[config.mk]
export PLATFORM = sky130hd
export DESIGN_NAME = dma_end_irq
export DESIGN_NICKNAME = d
export VERILOG_FILES = /design/src/rtl/dma_end_pkg.sv /design/src/rtl/dma_end_chan.sv /design/src/rtl/dma_end_irq_merge.sv /design/src/rtl/dma_end_irq.sv
export SDC_FILE = /design/constraint.sdc
export NUM_CORES = 1
export LEC_CHECK = 0
export BUFFER_PORTS_ARGS = -buffer_cell sky130_fd_sc_hd__buf_2
export CAP_MARGIN = 20
export CORE_ASPECT_RATIO = 1.25
export CORE_MARGIN = 5
export CORE_UTILIZATION = 61
export CTS_BUF_LIST = sky130_fd_sc_hd__clkbuf_2 sky130_fd_sc_hd__clkbuf_4 sky130_fd_sc_hd__clkbuf_8
export DETAILED_ROUTE_END_ITERATION = 10
export PLACE_DENSITY = 0.89
export SLEW_MARGIN = 20
export SYNTH_ARGS = -nofsm -noshare
export SYNTH_HDL_FRONTEND = slang
export SYNTH_SLANG_ARGS = --single-unit
export TNS_END_PERCENT = 20
[constraint.sdc]
create_clock -name clk_i -period 3.26 [get_ports clk_i]
set_input_delay 0.978 -clock clk_i [delete_from_list [all_inputs] [get_ports clk_i]]
set_output_delay 0.978 -clock clk_i [all_outputs]
set_load 0.1 [all_outputs]
[src/rtl/dma_end_pkg.sv]
package dma_end_pkg;

  typedef enum logic [1:0] {
    REG_CTRL   = 2'd0,
    REG_RELOAD = 2'd1,
    REG_COUNT  = 2'd2,
    REG_CLEAR  = 2'd3
  } reg_kind_e;

  // bit0 en .. bit4 cmn_en
  typedef struct packed {
    logic cmn_en;
    logic irq_en;
    logic end_clr;
    logic reload_en;
    logic en;
  } ch_ctrl_t;

  localparam int unsigned CTRL_W = $bits(ch_ctrl_t);

endpackage

[src/rtl/dma_end_chan.sv]
module dma_end_chan
  import dma_end_pkg::*;
#(
  parameter int unsigned CNT_W = 16
) (
  input  logic             clk_i,
  input  logic             rst_ni,
  input  logic             ctrl_we_i,
  input  logic             rld_we_i,
  input  logic             cnt_we_i,
  input  logic [CNT_W-1:0] wdata_i,
  input  logic             clr_i,
  input  logic             beat_i,
  output ch_ctrl_t         ctrl_o,
  output logic [CNT_W-1:0] cnt_o,
  output logic [CNT_W-1:0] rld_o,
  output logic             flag_o,
  output logic             end_o
);

  ch_ctrl_t         ctrl_q;
  logic [CNT_W-1:0] cnt_q;
  logic [CNT_W-1:0] rld_q;
  logic             flag_q;
  logic             step;
  logic             end_evt;

  assign step    = ctrl_q.en && beat_i && (cnt_q != '0);
  assign end_evt = step && (cnt_q == CNT_W'(1));

  always_ff @(posedge clk_i or negedge rst_ni) begin
    if (!rst_ni) begin
      ctrl_q <= '0;
    end else begin
      if (ctrl_we_i) ctrl_q <= ch_ctrl_t'(wdata_i[CTRL_W-1:0]);
      // end action overrides a same-cycle software enable
      if (end_evt && !ctrl_q.reload_en && ctrl_q.end_clr) ctrl_q.en <= 1'b0;
    end
  end

  always_ff @(posedge clk_i or negedge rst_ni) begin
    if (!rst_ni) begin
      cnt_q <= '0;
    end else if (end_evt) begin
      cnt_q <= ctrl_q.reload_en ? rld_q : '0;
    end else if (cnt_we_i) begin
      cnt_q <= wdata_i;
    end else if (step) begin
      cnt_q <= cnt_q - CNT_W'(1);
    end
  end

  always_ff @(posedge clk_i or negedge rst_ni) begin
    if (!rst_ni)        rld_q <= '0;
    else if (rld_we_i)  rld_q <= wdata_i;
  end

  always_ff @(posedge clk_i or negedge rst_ni) begin
    if (!rst_ni)       flag_q <= 1'b0;
    else if (end_evt)  flag_q <= 1'b1;
    else if (clr_i)    flag_q <= 1'b0;
  end

  assign ctrl_o = ctrl_q;
  assign cnt_o  = cnt_q;
  assign rld_o  = rld_q;
  assign flag_o = flag_q;
  assign end_o  = end_evt;

endmodule

[src/rtl/dma_end_irq_merge.sv]
module dma_end_irq_merge #(
  parameter int unsigned NCH = 4
) (
  input  logic [NCH-1:0] flag_i,
  input  logic [NCH-1:0] irq_en_i,
  input  logic [NCH-1:0] cmn_en_i,
  output logic [NCH-1:0] ch_irq_no,
  output logic           cmn_irq_no
);

  logic [NCH-1:0] cmn_req;

  for (genvar i = 0; i < NCH; i++) begin : g_line
    assign ch_irq_no[i] = ~(flag_i[i] & irq_en_i[i]);
    assign cmn_req[i]   = flag_i[i] & cmn_en_i[i];
  end

  assign cmn_irq_no = ~|cmn_req;

endmodule

[src/rtl/dma_end_irq.sv]
module dma_end_irq
  import dma_end_pkg::*;
#(
  parameter int unsigned NCH    = 4,
  parameter int unsigned CNT_W  = 16,
  localparam int unsigned CH_W   = (NCH > 1) ? $clog2(NCH) : 1,
  localparam int unsigned ADDR_W = CH_W + 2
) (
  input  logic                 clk_i,
  input  logic                 rst_ni,
  input  logic                 wr_en_i,
  input  logic [ADDR_W-1:0]    wr_addr_i,
  input  logic [CNT_W-1:0]     wr_data_i,
  input  logic [NCH-1:0]       beat_i,
  output logic [NCH-1:0]       ch_irq_no,
  output logic                 cmn_irq_no,
  output logic [NCH*CNT_W-1:0] cur_cnt_o,
  output logic [NCH-1:0]       ch_en_o
);

  reg_kind_e        kind;
  logic [CH_W-1:0]  ch_sel;
  logic [NCH-1:0]   clr_vec;
  logic [NCH-1:0]   end_vec;
  logic [NCH-1:0]   flag_vec;
  logic [NCH-1:0]   irq_en_vec;
  logic [NCH-1:0]   cmn_en_vec;
  logic [NCH-1:0]   rld_en_vec;
  logic [NCH-1:0]   end_clr_vec;
  logic [NCH-1:0]   cnt_wr_vec;
  logic [NCH*CNT_W-1:0] rld_flat;

  assign kind    = reg_kind_e'(wr_addr_i[ADDR_W-1 -: 2]);
  assign ch_sel  = wr_addr_i[CH_W-1:0];
  assign clr_vec = (wr_en_i && kind == REG_CLEAR) ? wr_data_i[NCH-1:0] : '0;

  for (genvar i = 0; i < NCH; i++) begin : g_ch
    logic     hit;
    ch_ctrl_t ctrl;

    assign hit           = wr_en_i && (ch_sel == CH_W'(i));
    assign cnt_wr_vec[i] = hit && kind == REG_COUNT;

    dma_end_chan #(.CNT_W(CNT_W)) u_chan (
      .clk_i    (clk_i),
      .rst_ni   (rst_ni),
      .ctrl_we_i(hit && kind == REG_CTRL),
      .rld_we_i (hit && kind == REG_RELOAD),
      .cnt_we_i (cnt_wr_vec[i]),
      .wdata_i  (wr_data_i),
      .clr_i    (clr_vec[i]),
      .beat_i   (beat_i[i]),
      .ctrl_o   (ctrl),
      .cnt_o    (cur_cnt_o[i*CNT_W +: CNT_W]),
      .rld_o    (rld_flat[i*CNT_W +: CNT_W]),
      .flag_o   (flag_vec[i]),
      .end_o    (end_vec[i])
    );

    assign ch_en_o[i]     = ctrl.en;
    assign irq_en_vec[i]  = ctrl.irq_en;
    assign cmn_en_vec[i]  = ctrl.cmn_en;
    assign rld_en_vec[i]  = ctrl.reload_en;
    assign end_clr_vec[i] = ctrl.end_clr;
  end

  dma_end_irq_merge #(.NCH(NCH)) u_merge (
    .flag_i    (flag_vec),
    .irq_en_i  (irq_en_vec),
    .cmn_en_i  (cmn_en_vec),
    .ch_irq_no (ch_irq_no),
    .cmn_irq_no(cmn_irq_no)
  );

endmodule

; ---- Word level (Yosys, flattened, before mapping)
; Index checks and enable logic that the tools add are counted.
[word_totals]
regBits = 152
input_bits = 27
output_inout_bits = 73
elab_cells = 152
[op_classes]
n_addsub = 4
eq_ne = 10
n_mux = 33
n_bitwise = 12
n_reduce_logical = 61
[ops]
columns = operator, count
row1 = 16-bit two-way mux, 16
row2 = "16-bit by 1-bit equality test with 1-bit output, second input constant", 4
row3 = 16-bit nonzero test, 4
row4 = "16-bit by 1-bit subtractor with 16-bit output, second input constant", 4
row5 = 1-bit logical AND, 37
row6 = 1-bit two-way mux, 16
row7 = 2-bit nonzero test, 8
row8 = 3-bit nonzero test, 4
row9 = 1-bit bitwise AND, 8
row10 = "2-bit equality test, second input constant", 4
row11 = 1-bit zero test, 5
row12 = "2-bit by 1-bit equality test with 1-bit output, second input constant", 2
row13 = 2-bit zero test, 2
row14 = 4-bit two-way mux, 1
row15 = 1-bit NOT, 4
row16 = 4-bit OR reduction, 1

; ---- Longest topological paths before layout
[logic_depth]
word_depth = 6
mapped_depth = 9
mapped_depth_nobuf = 8

; ---- Modules after synthesis
; Synthesis repeated with hierarchy kept, for this count alone.
[unflattened]
hier_cells = 900
area_unflattened_um2 = 8792.2
[modules_own_cells]
columns = mod, instances, cells_per_inst, area_per_inst_um2, seq_area_each_um2
row1 = dma_end_chan (g_ch[0].u_chan ...), 2, 217, 2155.8, 950.9
row2 = dma_end_chan (g_ch[2].u_chan ...), 2, 217, 2144.6, 950.9
row3 = dma_end_irq, 1, 26, 152.6, 0.0
row4 = dma_end_irq_merge, 1, 6, 38.8, 0.0

; ---- Least setup slack after synthesis
; OpenSTA, ideal clock, no wires.
[synth_path]
kind = flip-flop to output port
from = register g_ch[0].u_chan.ctrl_q (netlist bit g_ch[0].u_chan.ctrl_o[4])
to = output port cmn_irq_no
t_arrival_ns = 2.815
t_required_ns = 2.282
setup_slack_ns = -0.533
path_stages_with_launch = 3
n_path_buf = 0
cell_sequence = dfrtp_1 > a22o_1 > a221oi_1
[synth_via]
elab_chain_cells = 3
[synth_lines]
columns = item, line_no
row1 = "start, declared", dma_end_chan.sv:21  ; ch_ctrl_t ctrl_q;
row2 = "start signal, assigned", dma_end_chan.sv:35  ; if (ctrl_we_i) ctrl_q <= ch_ctrl_t'(wdata_i[CTRL_W-1:0]);
row3 = 1-bit bitwise AND, dma_end_irq_merge.sv:15  ; assign cmn_req[i] = flag_i[i] & cmn_en_i[i];
row4 = 4-bit OR reduction, dma_end_irq_merge.sv:18  ; assign cmn_irq_no = ~|cmn_req;
row5 = 1-bit zero test, dma_end_irq_merge.sv:18
row6 = "end, declared", dma_end_irq.sv:16  ; output logic cmn_irq_no,
; Every way passes these cells.

; ---- Worst setup path after layout
[layout_path]
from = register g_ch[2].u_chan.cnt_q[4]
to = register g_ch[2].u_chan.cnt_q[6]
[layout_via]
elab_chain_cells = 4
elab_cells_between_ends = 9
cone_classes = add/sub: 1 / eq/ne: 1 / mux: 3 / reduce/logical: 4
[layout_lines]
columns = item, line_no
row1 = "start, declared", dma_end_chan.sv:22  ; logic [CNT_W-1:0] cnt_q;
row2 = "start signal, assigned", dma_end_chan.sv:45  ; cnt_q <= ctrl_q.reload_en ? rld_q : '0;
row3 = "start signal, assigned", dma_end_chan.sv:47  ; cnt_q <= wdata_i;
row4 = "start signal, assigned", dma_end_chan.sv:49  ; cnt_q <= cnt_q - CNT_W'(1);
row5 = 16-bit by 1-bit subtractor with 16-bit output / 16-bit nonzero test (equally long branches), "dma_end_chan.sv:49, dma_end_chan.sv:28"
row6 = 16-bit two-way mux / 1-bit logical AND (equally long branches), "dma_end_chan.sv:48, dma_end_chan.sv:28"
row7 = 16-bit two-way mux / 1-bit logical AND (equally long branches), "dma_end_chan.sv:46, dma_end_chan.sv:29"
row8 = 16-bit two-way mux / 3-bit nonzero test (equally long branches), --
; Parallel ways exist; a longest one is shown, timed or not. The select of a mux whose other input is x is not followed.
; A chain may end at the register's enable or synchronous reset.

==> impl_metrics.tcl <==
set metrics [dict create \
    finalMaxSlewViolations 0 \
    fin_util_pct 68.9 \
    whs_path_depth 1 \
    yosysWarnings 0 \
    drt_iter0_drc 749 \
    grt_util_all_layers_pct 27.9 \
    pre_cts_ws_ns 0.396 \
    vias 7315 \
    cts_buffer_depth 2 \
    p_leak_nw 3.93 \
    worstPathRequired_ns 3.63 \
    post_cts_buffers 0 \
    peakVddDrop_v 0.000806 \
    setup_viol 0 \
    place_hpwl_mm 14.6 \
    path_clk_slew_ns 0.09 \
    io_buffer_count 99 \
    arrival_ns 3.28 \
    finalInstanceArea_um2 9430 \
    cts_hold_buf 0 \
    setup_ws_ns 0.354 \
    min-delay-start "g_ch[1].u_chan.ctrl_o[2]" \
    n_antenna_cell 0 \
    r2r_slack_ns 0.35 \
    outcome "complete, no violations" \
    final.period_utilization_pct 89.2 \
    fp.dieW_um 115 \
    ys_seq_area_share_pct 45.2 \
    dieArea_um2 16200 \
    row_count 48 \
    syn_area_um2 8410 \
    synthCells 873 \
    cts_sinks 152 \
    wirelength_mm 22.2 \
    layout-drive-gt1-share_pct 26.5 \
    critPathKind "reg -> reg" \
    cts_max_level 4 \
    path_max_fanout 29 \
    rsz0062_at_grt "no" \
    grt_first_pass_wirelength_mm 35.9 \
    worstSkewPairLatency_ns 0.46 \
    tns_ns 0 \
    synth.top_cells.by_area "dfrtp_1 (45%), mux2_2 (11%), nor2_1 (5.2%)" \
    synth-edff-count 0 \
    power.density_nw_per_um2 995 \
    synth_area_per_cell_um2 9.63 \
    place_inst 1111 \
    reg2reg_from "g_ch[2].u_chan.cnt_o[4]" \
    yosysUniqueCellTypes 64 \
    synth.most_common_cell "dfrtp_1" \
    grt_max_degree 69 \
    grt_pass1_vias 7032 \
    cap_violations 0 \
    antenna_found_initial 0 \
    post_cts_resized 0 \
    nets 994 \
    start_kind "flip-flop" \
    whs_ns 0.465 \
    path_cells "or4_1 -> or4_4 -> o311a_4 -> nor2_4 -> a31oi_1 -> a22oi_1" \
    fmax_ghz 0.344 \
    hold_violations 0 \
    final_antenna_net_count 0 \
    max_slew_margin_pct 44.8 \
    drt-vias-per-instance 6.40 \
    root_buffer "clkbuf_8" \
    fin_cells 1143 \
    wl_per_cell_um 19.4 \
    critPathSlowestCell "or4_1" \
    dpl_cell_area_um2 9040 \
    synthTopCellsByCount "dfrtp_1 (152), nor2_1 (116), mux2_2 (79), nand2_1 (66), a31oi_1 (59)" \
    tritoncts "yes" \
    p_total_mw 9.38 \
    critPathMaxStageDelay_ns 0.70 \
    skew_ns 0.0123 \
    hp-class "reg -> reg" \
    post-route-min-period_ns 2.91 \
    firstDrtPassIters 5 \
    end_kind "flip-flop" \
    start_util_pct 61.4 \
    drc 0 \
    synth_top_area_share_pct 45.2 \
    min_to "g_ch[1].u_chan.ctrl_o[0]" \
    fill_cells 1006 \
    io-pin-count 100 \
    syn-num-nets 912 \
    place_congestion 0.852 \
    overflow 0 \
    synth_top_cell_by_area "dfrtp_1" \
    syn_to_final_growth_pct 12.1 \
    reg2regPathDepth 6 \
    core_um2 13700 \
    synth-main-ff-cell "dfrtp_1" \
    async_flop_share_pct 100 \
    synth_seq_cells 152 \
    worst_slew_pin_slew_ns 0.825 \
    die_h_um 141 \
    numCtsBuffers 17 \
    reg2reg_to "g_ch[2].u_chan.cnt_o[6]" \
]
[cell families (layout without fill, tap and decap cells)]
kind of cell               count (synthesis)  count (layout)  synth area share, %
muxes                                     83              83                 11.1
adders and majority gates                 12              12                 1.79
and+or+nand+nor                          294             294                 16.9
AOI/OAI and AO/OA                        206             206                 15.9
buffers and inverters                     79             174                 4.27
xor gates and xnor gates                  47              47                 4.90
DFF                                      152             152                 45.2
[where the power goes]
part           switching [mW]  leakage (nW)  internal (mW)  total, mW
Sequential              0.744          1.79           2.45       3.19
Combinational            3.61          1.95           1.15       4.76
Clock                   0.723         0.189          0.702       1.42
[cell type report]
| cell class | instances | area (µm²) | share of cell area [%] |
|---|---|---|---|
| Timing Repair Buffer | 126 | 704 | 7.47 |
| Multi-Input combinational cell | 642 | 4260 | 45.2 |
| Clock inverter | 12 | 128 | 1.35 |
| Clock buffer | 20 | 256 | 2.72 |
| Sequential cell | 152 | 3800 | 40.3 |
| Inverter | 16 | 60.1 | 0.637 |
| Tap cell | 175 | 219 | 2.32 |
[sequential cells by signal, summed over array words and instances, names as in the netlist]
signal,flops
g_ch.u_chan.cnt_o,64
g_ch.u_chan.rld_o,64
g_ch.u_chan.ctrl_o,20
g_ch.u_chan.flag_o,4
[how the worst max path moves through the flow]
stage | slack [ns] | startpoint | endpoint
finish | 0.35 | g_ch[2].u_chan.cnt_o[4] | g_ch[2].u_chan.cnt_o[6]
global route | 0.14 | g_ch[2].u_chan.cnt_o[4] | g_ch[2].u_chan.cnt_o[6]
global placement | 0.49 | g_ch[2].u_chan.cnt_o[4] | g_ch[2].u_chan.cnt_o[15]
CTS | 0.37 | g_ch[2].u_chan.cnt_o[4] | g_ch[2].u_chan.cnt_o[6]
floorplan | 0.22 | g_ch[3].u_chan.cnt_o[6] | g_ch[3].u_chan.cnt_o[15]
detailed placement | 0.40 | g_ch[2].u_chan.cnt_o[4] | g_ch[2].u_chan.cnt_o[6]
[metal layers]
layer | vias up | wire, µm | global-route usage [%]
li1 | 3342 | - | -
met3 | 70 | 1690 | 6.48
met5 | - | 0 | 0
met4 | 0 | 824 | 12.7
met1 | 3551 | 8640 | 35.0
met2 | 352 | 11000 | 45.7
[critical path, delay by kind of cell, from the launching register on]
family / cells / cell delay [ns]
AND/OR/NAND/NOR: 3 / 1.66
AO/OA/AOI/OAI: 3 / 0.69
flip-flops: 1 / 0.45
[cells in the final DEF (no fill, tap or decap), types with 16 or more instances in the layout]
| cell type | instances |
|---|---|
| dfrtp_1 | 152 |
| nor2_1 | 116 |
| buf_2 | 98 |
| mux2_2 | 79 |
| nand2_1 | 66 |
| a31oi_1 | 59 |
| a211oi_1 | 39 |
| a21oi_1 | 38 |
| xnor2_1 | 29 |
| o21ai_0 | 27 |
| buf_4 | 27 |
| nor3_1 | 23 |
| xor2_1 | 18 |
| clkbuf_8 | 17 |
| inv_1 | 16 |
| nor4_1 | 16 |
Note: power is estimated with default switching activity, not from simulation.
